File: config.mk
export PLATFORM = sky130hd
export DESIGN_NAME = step_atten_ctrl
export DESIGN_NICKNAME = d
export VERILOG_FILES = /design/src/rtl/step_atten_ctrl.sv
export SDC_FILE = /design/constraint.sdc
export NUM_CORES = 1
export LEC_CHECK = 0
export BUFFER_PORTS_ARGS = -buffer_cell sky130_fd_sc_hd__buf_4
export CORE_MARGIN = 4
export CORE_UTILIZATION = 35
export DETAILED_ROUTE_END_ITERATION = 12
export GPL_TIMING_DRIVEN = 0
export SETUP_SLACK_MARGIN = 0.15
export SLEW_MARGIN = 30
export SYNTH_ARGS = -nofsm -noshare
export SYNTH_HDL_FRONTEND = slang
export SYNTH_SLANG_ARGS = --single-unit
File: constraint.sdc
create_clock -name clk -period 2 [get_ports clk]
set_input_delay 0.3 -clock clk [delete_from_list [all_inputs] [get_ports clk]]
set_output_delay 0.3 -clock clk [all_outputs]
set_load 0.03 [all_outputs]
File: src/rtl/step_atten_ctrl.sv
module step_atten_ctrl #(
  parameter int CODE_W       = 7,
  parameter int PRESET_TICKS = 50000
) (
  input  logic              clk,
  input  logic              rst,
  input  logic              ser_sel,
  input  logic              latch_en,
  input  logic [CODE_W-1:0] par_code,
  input  logic [CODE_W-1:0] ser_code,
  input  logic              ser_load,
  output logic [CODE_W-1:0] atten_code
);

  localparam int CNT_W = $clog2(PRESET_TICKS + 1);
  localparam logic [CNT_W-1:0] LAST = CNT_W'(PRESET_TICKS);
  localparam logic [CODE_W-1:0] MAX_CODE = '1;

  logic [CNT_W-1:0]  boot_cnt;
  logic [CODE_W-1:0] state_q;
  logic              win_open;
  logic              par_take;
  logic              ser_take;

  assign win_open = boot_cnt != LAST;
  assign par_take = !ser_sel && latch_en;
  assign ser_take = ser_sel && ser_load;
  assign atten_code = state_q;

  always_ff @(posedge clk) begin
    if (rst)
      boot_cnt <= '0;
    else if (win_open)
      boot_cnt <= boot_cnt + 1'b1;
  end

  always_ff @(posedge clk) begin
    if (rst || win_open)
      state_q <= MAX_CODE;
    else if (par_take)
      state_q <= par_code;
    else if (ser_take)
      state_q <= ser_code;
  end

  a_r2_window_max: assert property (@(posedge clk) disable iff (rst)
    win_open |=> atten_code == MAX_CODE);

  a_r4_direct_follow: assert property (@(posedge clk) disable iff (rst)
    (!win_open && !ser_sel && latch_en) |=> atten_code == $past(par_code));

  a_r5_hold_when_low: assert property (@(posedge clk) disable iff (rst)
    (!win_open && !ser_sel && !latch_en) |=> $stable(atten_code));

  a_r7_serial_load: assert property (@(posedge clk) disable iff (rst)
    (!win_open && ser_sel && ser_load) |=> atten_code == $past(ser_code));

  a_r8_serial_idle_hold: assert property (@(posedge clk) disable iff (rst)
    (ser_sel && !ser_load) |=> $stable(atten_code) || atten_code == MAX_CODE);

endmodule

# Word-level counts from Yosys, hierarchy flattened

Cells that the tools add are included.

Bits in registers: 23
Output and inout port bits: 7
Input port bits: 19

Reductions and logical operators: 5
Add/subtract/negate cells: 1
Mux-type cells: 2
Equal/unequal tests: 1

Operators by type and width:

| cell                                          | number |
|---|---|
| adder 16 x 1 -> 16 bit, second input constant | 1 |
| inequality test 16 bit, second input constant | 1 |
| two-way mux 7 bit                             | 2 |
| logical AND 1 bit                             | 2 |
| nonzero test 2 bit                            | 1 |
| zero test 1 bit                               | 1 |
| logical OR 1 bit                              | 1 |

# Logic depth before layout (Yosys ltp)

Gate-level depths: netlist of run 1.

Word-level depth: 3
Gate-level depth with buffers: 5

# Least setup slack after synthesis of run 1

OpenSTA, ideal clock, no wires.

Path kind: flip-flop to flip-flop
Start: reg boot_cnt[2]
End: reg boot_cnt[0]
Period minus slack after synthesis: 1.825 ns
Arrival: 1.703 ns
Required time: 1.879 ns
Setup slack: 0.175 ns
Cell stages (with the launch flop): 4
Buffers on the path: 0
Library setup time: 0.121 ns
Cell sequence: dfxtp_1 > or4_4 > nor4_4 > mux2_4

Word-level cells in the longest chain between the ends: 1

Ends and longest elaborated chain:

| what                   | line | text |
|---|---|---|
| start, declared        | 19   | `logic [CNT_W-1:0] boot_cnt;` |
| start signal, assigned | 34   | `boot_cnt <= boot_cnt + 1'b1;` |
| inequality test 16 bit | 25   | `assign win_open = boot_cnt != LAST;` |

Every way passes these cells.
A chain may end at the register's enable or synchronous reset.

# Final worst setup path of run 1

Ends and elaborated chain as after synthesis.

==> flow_metrics.env, run 1 <==
export IMPL_outcome="finished clean"
export IMPL_synth_seq_area_share_pct=40.80
export IMPL_layout_cells_non_filler=198
export IMPL_synthCells=126
export IMPL_root_buffer="clkbuf_4"
export IMPL_cts_sinks=23
export IMPL_io_pins=26
export IMPL_cp_arrival_ns=1.94
export IMPL_cts_htree_levels=1
export IMPL_post_route_util_pct=45.53
export IMPL_gr_usage_all_layers_pct=13.39
export IMPL_worstPathMaxFanout=8
export IMPL_ys_types=29
export IMPL_nets=176
export IMPL_rsz0062_at_grt="no"
export IMPL_syn_avg_cell_area_um2=8.957
export IMPL_drv_cap=0
export IMPL_wl_per_cell_um=12.89
export IMPL_tritoncts="built"
export IMPL_report_final_slew_viol_count=0
export IMPL_hold_viol=0
export IMPL_grt_pass1_wl_mm=4.623
export IMPL_die_area_mm2=0.004197
export IMPL_viasPerCell=5.263
export IMPL_clockBufferDepth=2
export IMPL_insertion_delay_ns=0.31
export IMPL_worstPathRequired_ns=2.21
export IMPL_syn_nets=147
export IMPL_place_congestion=0.7529
export IMPL_p_total_mw=0.7641
export IMPL_max_freq_mhz=580.4
export IMPL_postRouteAntennaNets=0
export IMPL_drt_initial_drc_count=59
export IMPL_worstPathCellList="or4_4 > nor4_4 > buf_4 > mux2_4"
export IMPL_met2_usage_pct=22.48
export IMPL_drt_drc_violations_left=0
export IMPL_grt_antenna_before_repair=0
export IMPL_start_util_pct=36.67
export IMPL_cp_end_kind="flop"
export IMPL_grt_pass1_vias=1009
export IMPL_overflow=0
export IMPL_final_setup_viol_count=0
export IMPL_die_h_um=64.79
export IMPL_mostFrequentLayoutCells="buf_4 (24), dfxtp_1 (23), nand2_1 (11), nor2_1 (9)"
export IMPL_drt_total_wl_mm=2.552
export IMPL_worst_path_largest_cell_delay_ns=0.57
export IMPL_route_vias_total=1042
export IMPL_area_growth_pct=24.17
export IMPL_fin_crit_ns=1.723
export IMPL_slew_headroom_pct=61.16
export IMPL_finClkSkew_ns=0.002967
export IMPL_portBuffers=22
export IMPL_period_share_pct=86.14
export IMPL_pre_cts_ws_ns=-0.002275
export IMPL_synth_edf_count=0
export IMPL_synth_flop_cell="dfxtp_1"
export IMPL_min_path_type="input pin to flop"
export IMPL_pwr_density_cell_mw_per_mm2=545.3
export IMPL_yosys_warnings=0
export IMPL_layout_commonest_cell="buf_4"
export IMPL_ys_seq_elements=23
export IMPL_tightest_slew_ns=0.5664
export IMPL_drive_gt1_share_pct=22.73
export IMPL_grt_max_degree=13
export IMPL_grt_util_met1_pct=16.83
export IMPL_nFillCells=323
export IMPL_insertedDiodeCount=0
export IMPL_syn_area_mm2=0.001129
export IMPL_critPathKind="flop to flop"
export IMPL_whs_ns=0.2191
export IMPL_core_area_mm2=0.003078
export IMPL_rows=20
export IMPL_slowest_stage="or4_4"
export IMPL_p_leak_nw=0.4832
export IMPL_clkTransAtPathRegs_ns=0.12
export IMPL_ir_drop_mv=0.2953
export IMPL_die_x_um=64.79
export IMPL_async_flop_share_pct=0
export IMPL_use_met3_pct=3.293
export IMPL_drt_pass1_iter_count=4
export IMPL_postLayoutSetupSlackWorst_ns=0.2771
export IMPL_dp_cells=192
export IMPL_critPathBufInv=1
export IMPL_dp_hpwl_mm=1.869
export IMPL_numCtsBuffers=3
export IMPL_cp_top_family="simple AND/OR/NAND/NOR gates"
export IMPL_startpoint_type="flop"
export IMPL_busiest_layer="met2"
## sequential cells by signal, indices dropped and copies added (netlist names)
signal,cells
boot_cnt,16
atten_code,7
## area by class of cell
class	instances	area (um^2)	area share, %
tap	44	55.05	3.929
multi-input combinational	91	634.4	45.27
clock buffer	4	26.28	1.875
sequential	23	460.4	32.86
buffer	7	26.28	1.875
timing repair buffer	24	180.2	12.86
inverter	5	18.77	1.339
## timing repair
action	CTS	global route
endpoints found under the setup margin	10	2
resized for setup	1	1
pin swaps	1	0
setup buffers	2	0
hold buffers	0	0
endpoints found under the hold margin	0	0
## worst paths after layout
check / start / end / slack, ns / cells past startpoint
hold / removal: par_code[1] / atten_code[1] / 0.22 / 3
setup / recovery: boot_cnt[2] / boot_cnt[0] / 0.28 / 4
setup reg to reg: boot_cnt[2] / boot_cnt[0] / 0.28 / 4
hold reg to reg: atten_code[1] / atten_code[1] / 0.50 / 2
## power breakdown
group	internal, mW	total (mW)	switching [mW]
combinational	0.0417	0.0787	0.0370
clock	0.0780	0.215	0.137
sequential	0.463	0.470	0.00705
total	0.583	0.764	0.181
## synthesized netlist by cell type (all sizes together) (3+ instances only)
library cell  instances  area (um^2)
a21oi                 8        40.04
a32oi                 7        61.31
clkbuf                6        22.52
dfxtp                23        460.4
inv                   5        18.77
mux2                  4        48.79
nand2                11        41.29
nand3                 5        25.02
nand4                 3        18.77
nand4b                8        70.07
nor2                  9        33.78
nor2b                 4        25.02
nor4                  4        40.04
o21ai                 4        20.02
o31ai                 4        30.03
or3                   4        25.02
or4                   5        41.29
## through the flow
stage	cell area [um^2]	setup TNS, ns
final	1401	0
after global routing	1401	0
after CTS	1396	0
after detailed placement	1349	-0.002275
after global placement	1349	0
after floorplan	1129	0
## routing by layer
| layer | routed length [um] | share of wire [%] | vias to the layer above |
|---|---|---|---|
| li1 | - | - | 533 |
| met1 | 1190 | 47 | 484 |
| met2 | 1189 | 47 | 23 |
| met3 | 141 | 5.5 | 2 |
| met4 | 29 | 1.1 | 0 |
| met5 | 0 | 0 | - |
## cell families after synthesis
family	synth area share [%]
simple gates	31.15
xor+xnor	1.552
flops	40.80
mux	6.097
compound gates	14.19
fa+ha+maj	2.217
buf+inv	3.991
## worst reg2reg max path, stage by stage, from the launching register on
cell and delay, ns:
dfxtp_1 0.40, or4_4 0.57, nor4_4 0.14, buf_4 0.21
mux2_4 0.31
(Power assumes the default switching activity.)
==> run 2, diff against run 1 <==
--- a/config.mk
+++ b/config.mk
@@ -8,6 +8,7 @@
 export BUFFER_PORTS_ARGS = -buffer_cell sky130_fd_sc_hd__buf_4
 export CORE_MARGIN = 4
 export CORE_UTILIZATION = 35
+export CTS_CLUSTER_SIZE = 20
 export DETAILED_ROUTE_END_ITERATION = 12
 export GPL_TIMING_DRIVEN = 0
 export SETUP_SLACK_MARGIN = 0.15
==> constraint.sdc (replaced) <==
create_clock -name clk -period 1.39 [get_ports clk]
set_input_delay 0.2085 -clock clk [delete_from_list [all_inputs] [get_ports clk]]
set_output_delay 0.2085 -clock clk [all_outputs]
set_load 0.03 [all_outputs]
==> run 2 against run 1 <==
Against the previous run:
- clock skew is 0.0014 ns higher
- flip-flop and latch count is the same
- combinational power increased by 77%
- critical path depth did not move
- non-clock buffer count rose by 23
- design area increased by 27%
- first-iteration DRC count down 44%
- register-to-register slack worse by 0.50 ns
- routed wire length is 18% higher
- the flow now finishes with violations (negative setup slack)
==> flow_metrics.env, run 2 (synthesized netlist as in run 1, its figures left out) <==
export IMPL_grt_pass1_wl_mm=4.478
export IMPL_root_buffer="clkbuf_4"
export IMPL_slew_headroom_pct=56.92
export IMPL_mostFrequentLayoutCells="buf_4 (40), nand2_1 (11), dfxtp_1 (11), nor2_1 (9)"
export IMPL_violations="negative setup slack"
export IMPL_hold_viol=0
export IMPL_overflow=0
export IMPL_worst_path_largest_cell_delay_ns=0.52
export IMPL_endpoint="boot_cnt[0]"
export IMPL_r2r_cells=4
export IMPL_insertion_delay_ns=0.32
export IMPL_grt_antenna_before_repair=0
export IMPL_cp_arrival_ns=1.83
export IMPL_period_share_pct=115.9
export IMPL_postLayoutSetupSlackWorst_ns=-0.2205
export IMPL_drv_cap=0
export IMPL_die_x_um=64.79
export IMPL_min_path_type="input pin to flop"
export IMPL_cp_depth=4
export IMPL_finClkSkew_ns=0.004411
export IMPL_numCtsBuffers=3
export IMPL_met3_length_um=223
export IMPL_critPathKind="flop to flop"
export IMPL_worstReg2RegStart="boot_cnt[10]"
export IMPL_grt_max_degree=13
export IMPL_cp_top_family="simple AND/OR/NAND/NOR gates"
export IMPL_clkTransAtPathRegs_ns=0.13
export IMPL_grt_pass1_vias=1026
export IMPL_portBuffers=22
export IMPL_worstPathMaxFanout=5
export IMPL_max_freq_mhz=620.9
export IMPL_worstPathRequired_ns=1.61
export IMPL_startpoint_type="flop"
export IMPL_multi_input_area_um2=783.3
export IMPL_dp_hpwl_mm=1.826
export IMPL_largest_register="boot_cnt"
export IMPL_worst_r2r_setup_slack_ns=-0.22
export IMPL_io_pins=26
export IMPL_wl_per_cell_um=13.61
export IMPL_drt_initial_drc_count=33
export IMPL_wl_met2_mm=1.404
export IMPL_r2r_end="boot_cnt[0]"
export IMPL_critPathBufInv=1
export IMPL_ir_drop_mv=0.4671
export IMPL_drive_gt1_share_pct=50.28
export IMPL_slowest_stage="or4_4"
export IMPL_place_congestion=0.7630
export IMPL_cts_htree_levels=1
export IMPL_report_final_slew_viol_count=0
export IMPL_rows=20
export IMPL_largest_reg_flops=16
export IMPL_die_area_mm2=0.004197
export IMPL_cts_sinks=23
export IMPL_drt_total_wl_mm=3.008
export IMPL_tightest_slew_ns=0.6463
export IMPL_core_area_mm2=0.003078
export IMPL_outcome="complete, but fails checks"
export IMPL_worstPathCellList="or4_4 > nor4_4 > buf_4 > mux2_4"
export IMPL_route_vias_total=1144
export IMPL_nFillCells=280
export IMPL_cp_end_kind="flop"
export IMPL_drt_pass1_iter_count=5
export IMPL_postRouteAntennaNets=0
export IMPL_die_h_um=64.79
export IMPL_cp_startpoint="boot_cnt[10]"
export IMPL_rsz0062_at_grt="yes"
export IMPL_p_total_mw=1.133
export IMPL_start_util_pct=36.67
export IMPL_gr_usage_all_layers_pct=13.48
export IMPL_highest_layer="met4"
export IMPL_whs_ns=0.1277
export IMPL_ctsHoldBuffers=0
export IMPL_clockBufferDepth=2
export IMPL_fin_crit_ns=1.610
export IMPL_final_setup_viol_count=15
export IMPL_tritoncts="built"
export IMPL_pwr_density_cell_mw_per_mm2=634.9
export IMPL_insertedDiodeCount=0
export IMPL_drt_drc_violations_left=0
export IMPL_viasPerCell=5.176
export IMPL_layout_commonest_cell="buf_4"
export IMPL_p_leak_nw=0.6862
export IMPL_register_area_um2=485.5
export IMPL_area_growth_pct=58.09
export IMPL_nets=199
export IMPL_wl_met1_mm=1.304
## run 2: changes by cell type in the layout (fill, tap and decap cells not counted), moves of 4 or more
cell     delta
buf_4      +16
dfxtp_1    -12
dfxtp_2     +8
a21oi_1     -7
a21oi_2     +7
buf_6       +7
dfxtp_4     +4
## run 2: power by group
part	switching, mW	leakage, nW	total [mW]	internal [mW]
logic	0.0637	0.478	0.139	0.0755
registers	0.0106	0.193	0.674	0.664
clock network	0.207	0.0150	0.319	0.112
total	0.281	0.686	1.13	0.851
## run 2: area by class of cell
| type | count | area share (%) |
|---|---|---|
| plain buffers | 7 | 2.034 |
| clock buffers | 4 | 1.473 |
| inverters | 5 | 1.052 |
| well taps | 44 | 3.086 |
| multi-input cells | 91 | 43.90 |
| flip-flops and latches | 23 | 27.21 |
| repair buffers | 47 | 21.25 |
## run 2: tightest hold or removal path, delay by kind of cell
kind / cells / cell delay, ns
AND/OR/NAND/NOR: 1 / 0.09
AO/OA/AOI/OAI: 1 / 0.05
buffers and inverters: 1 / 0.08
## run 2: worst min-delay path by stage
stage,startpoint,to,slack (ns),cells past startpoint
floorplan,par_code[0],atten_code[0],0.35,2
global placement,par_code[3],atten_code[3],0.46,3
detailed placement,par_code[1],atten_code[1],0.46,3
CTS,par_code[1],atten_code[1],0.13,3
global route,par_code[6],atten_code[6],0.10,3
finish,par_code[5],atten_code[5],0.13,3
## run 2: stage by stage
step	setup TNS, ns	worst slack, ns	area, um^2	utilization [%]	cells
final	-1.772	-0.2205	1784	57.97	221
after global routing	-2.818	-0.2659	1784	57.97	221
after detailed placement	-3.974	-0.4208	1400	45.49	192
after floorplan	-1.098	-0.2665	1180	-	126
after CTS	-1.905	-0.2656	1558	50.61	209
after global placement	-3.382	-0.3943	1400	45.49	192
## run 2: repair_timing
action / CTS / global route
endpoints found under the setup margin: 21 / 21
setup buffers: 13 / 12
gates resized for setup: 9 / 31
pin swaps: 6 / 13
## run 2: layer usage
layer  up-vias  global-route usage, %
met3         7                  4.159
met4         0                  7.388
met2        32                  22.73
li1        575                      -
met5         -                      0
met1       530                  14.98
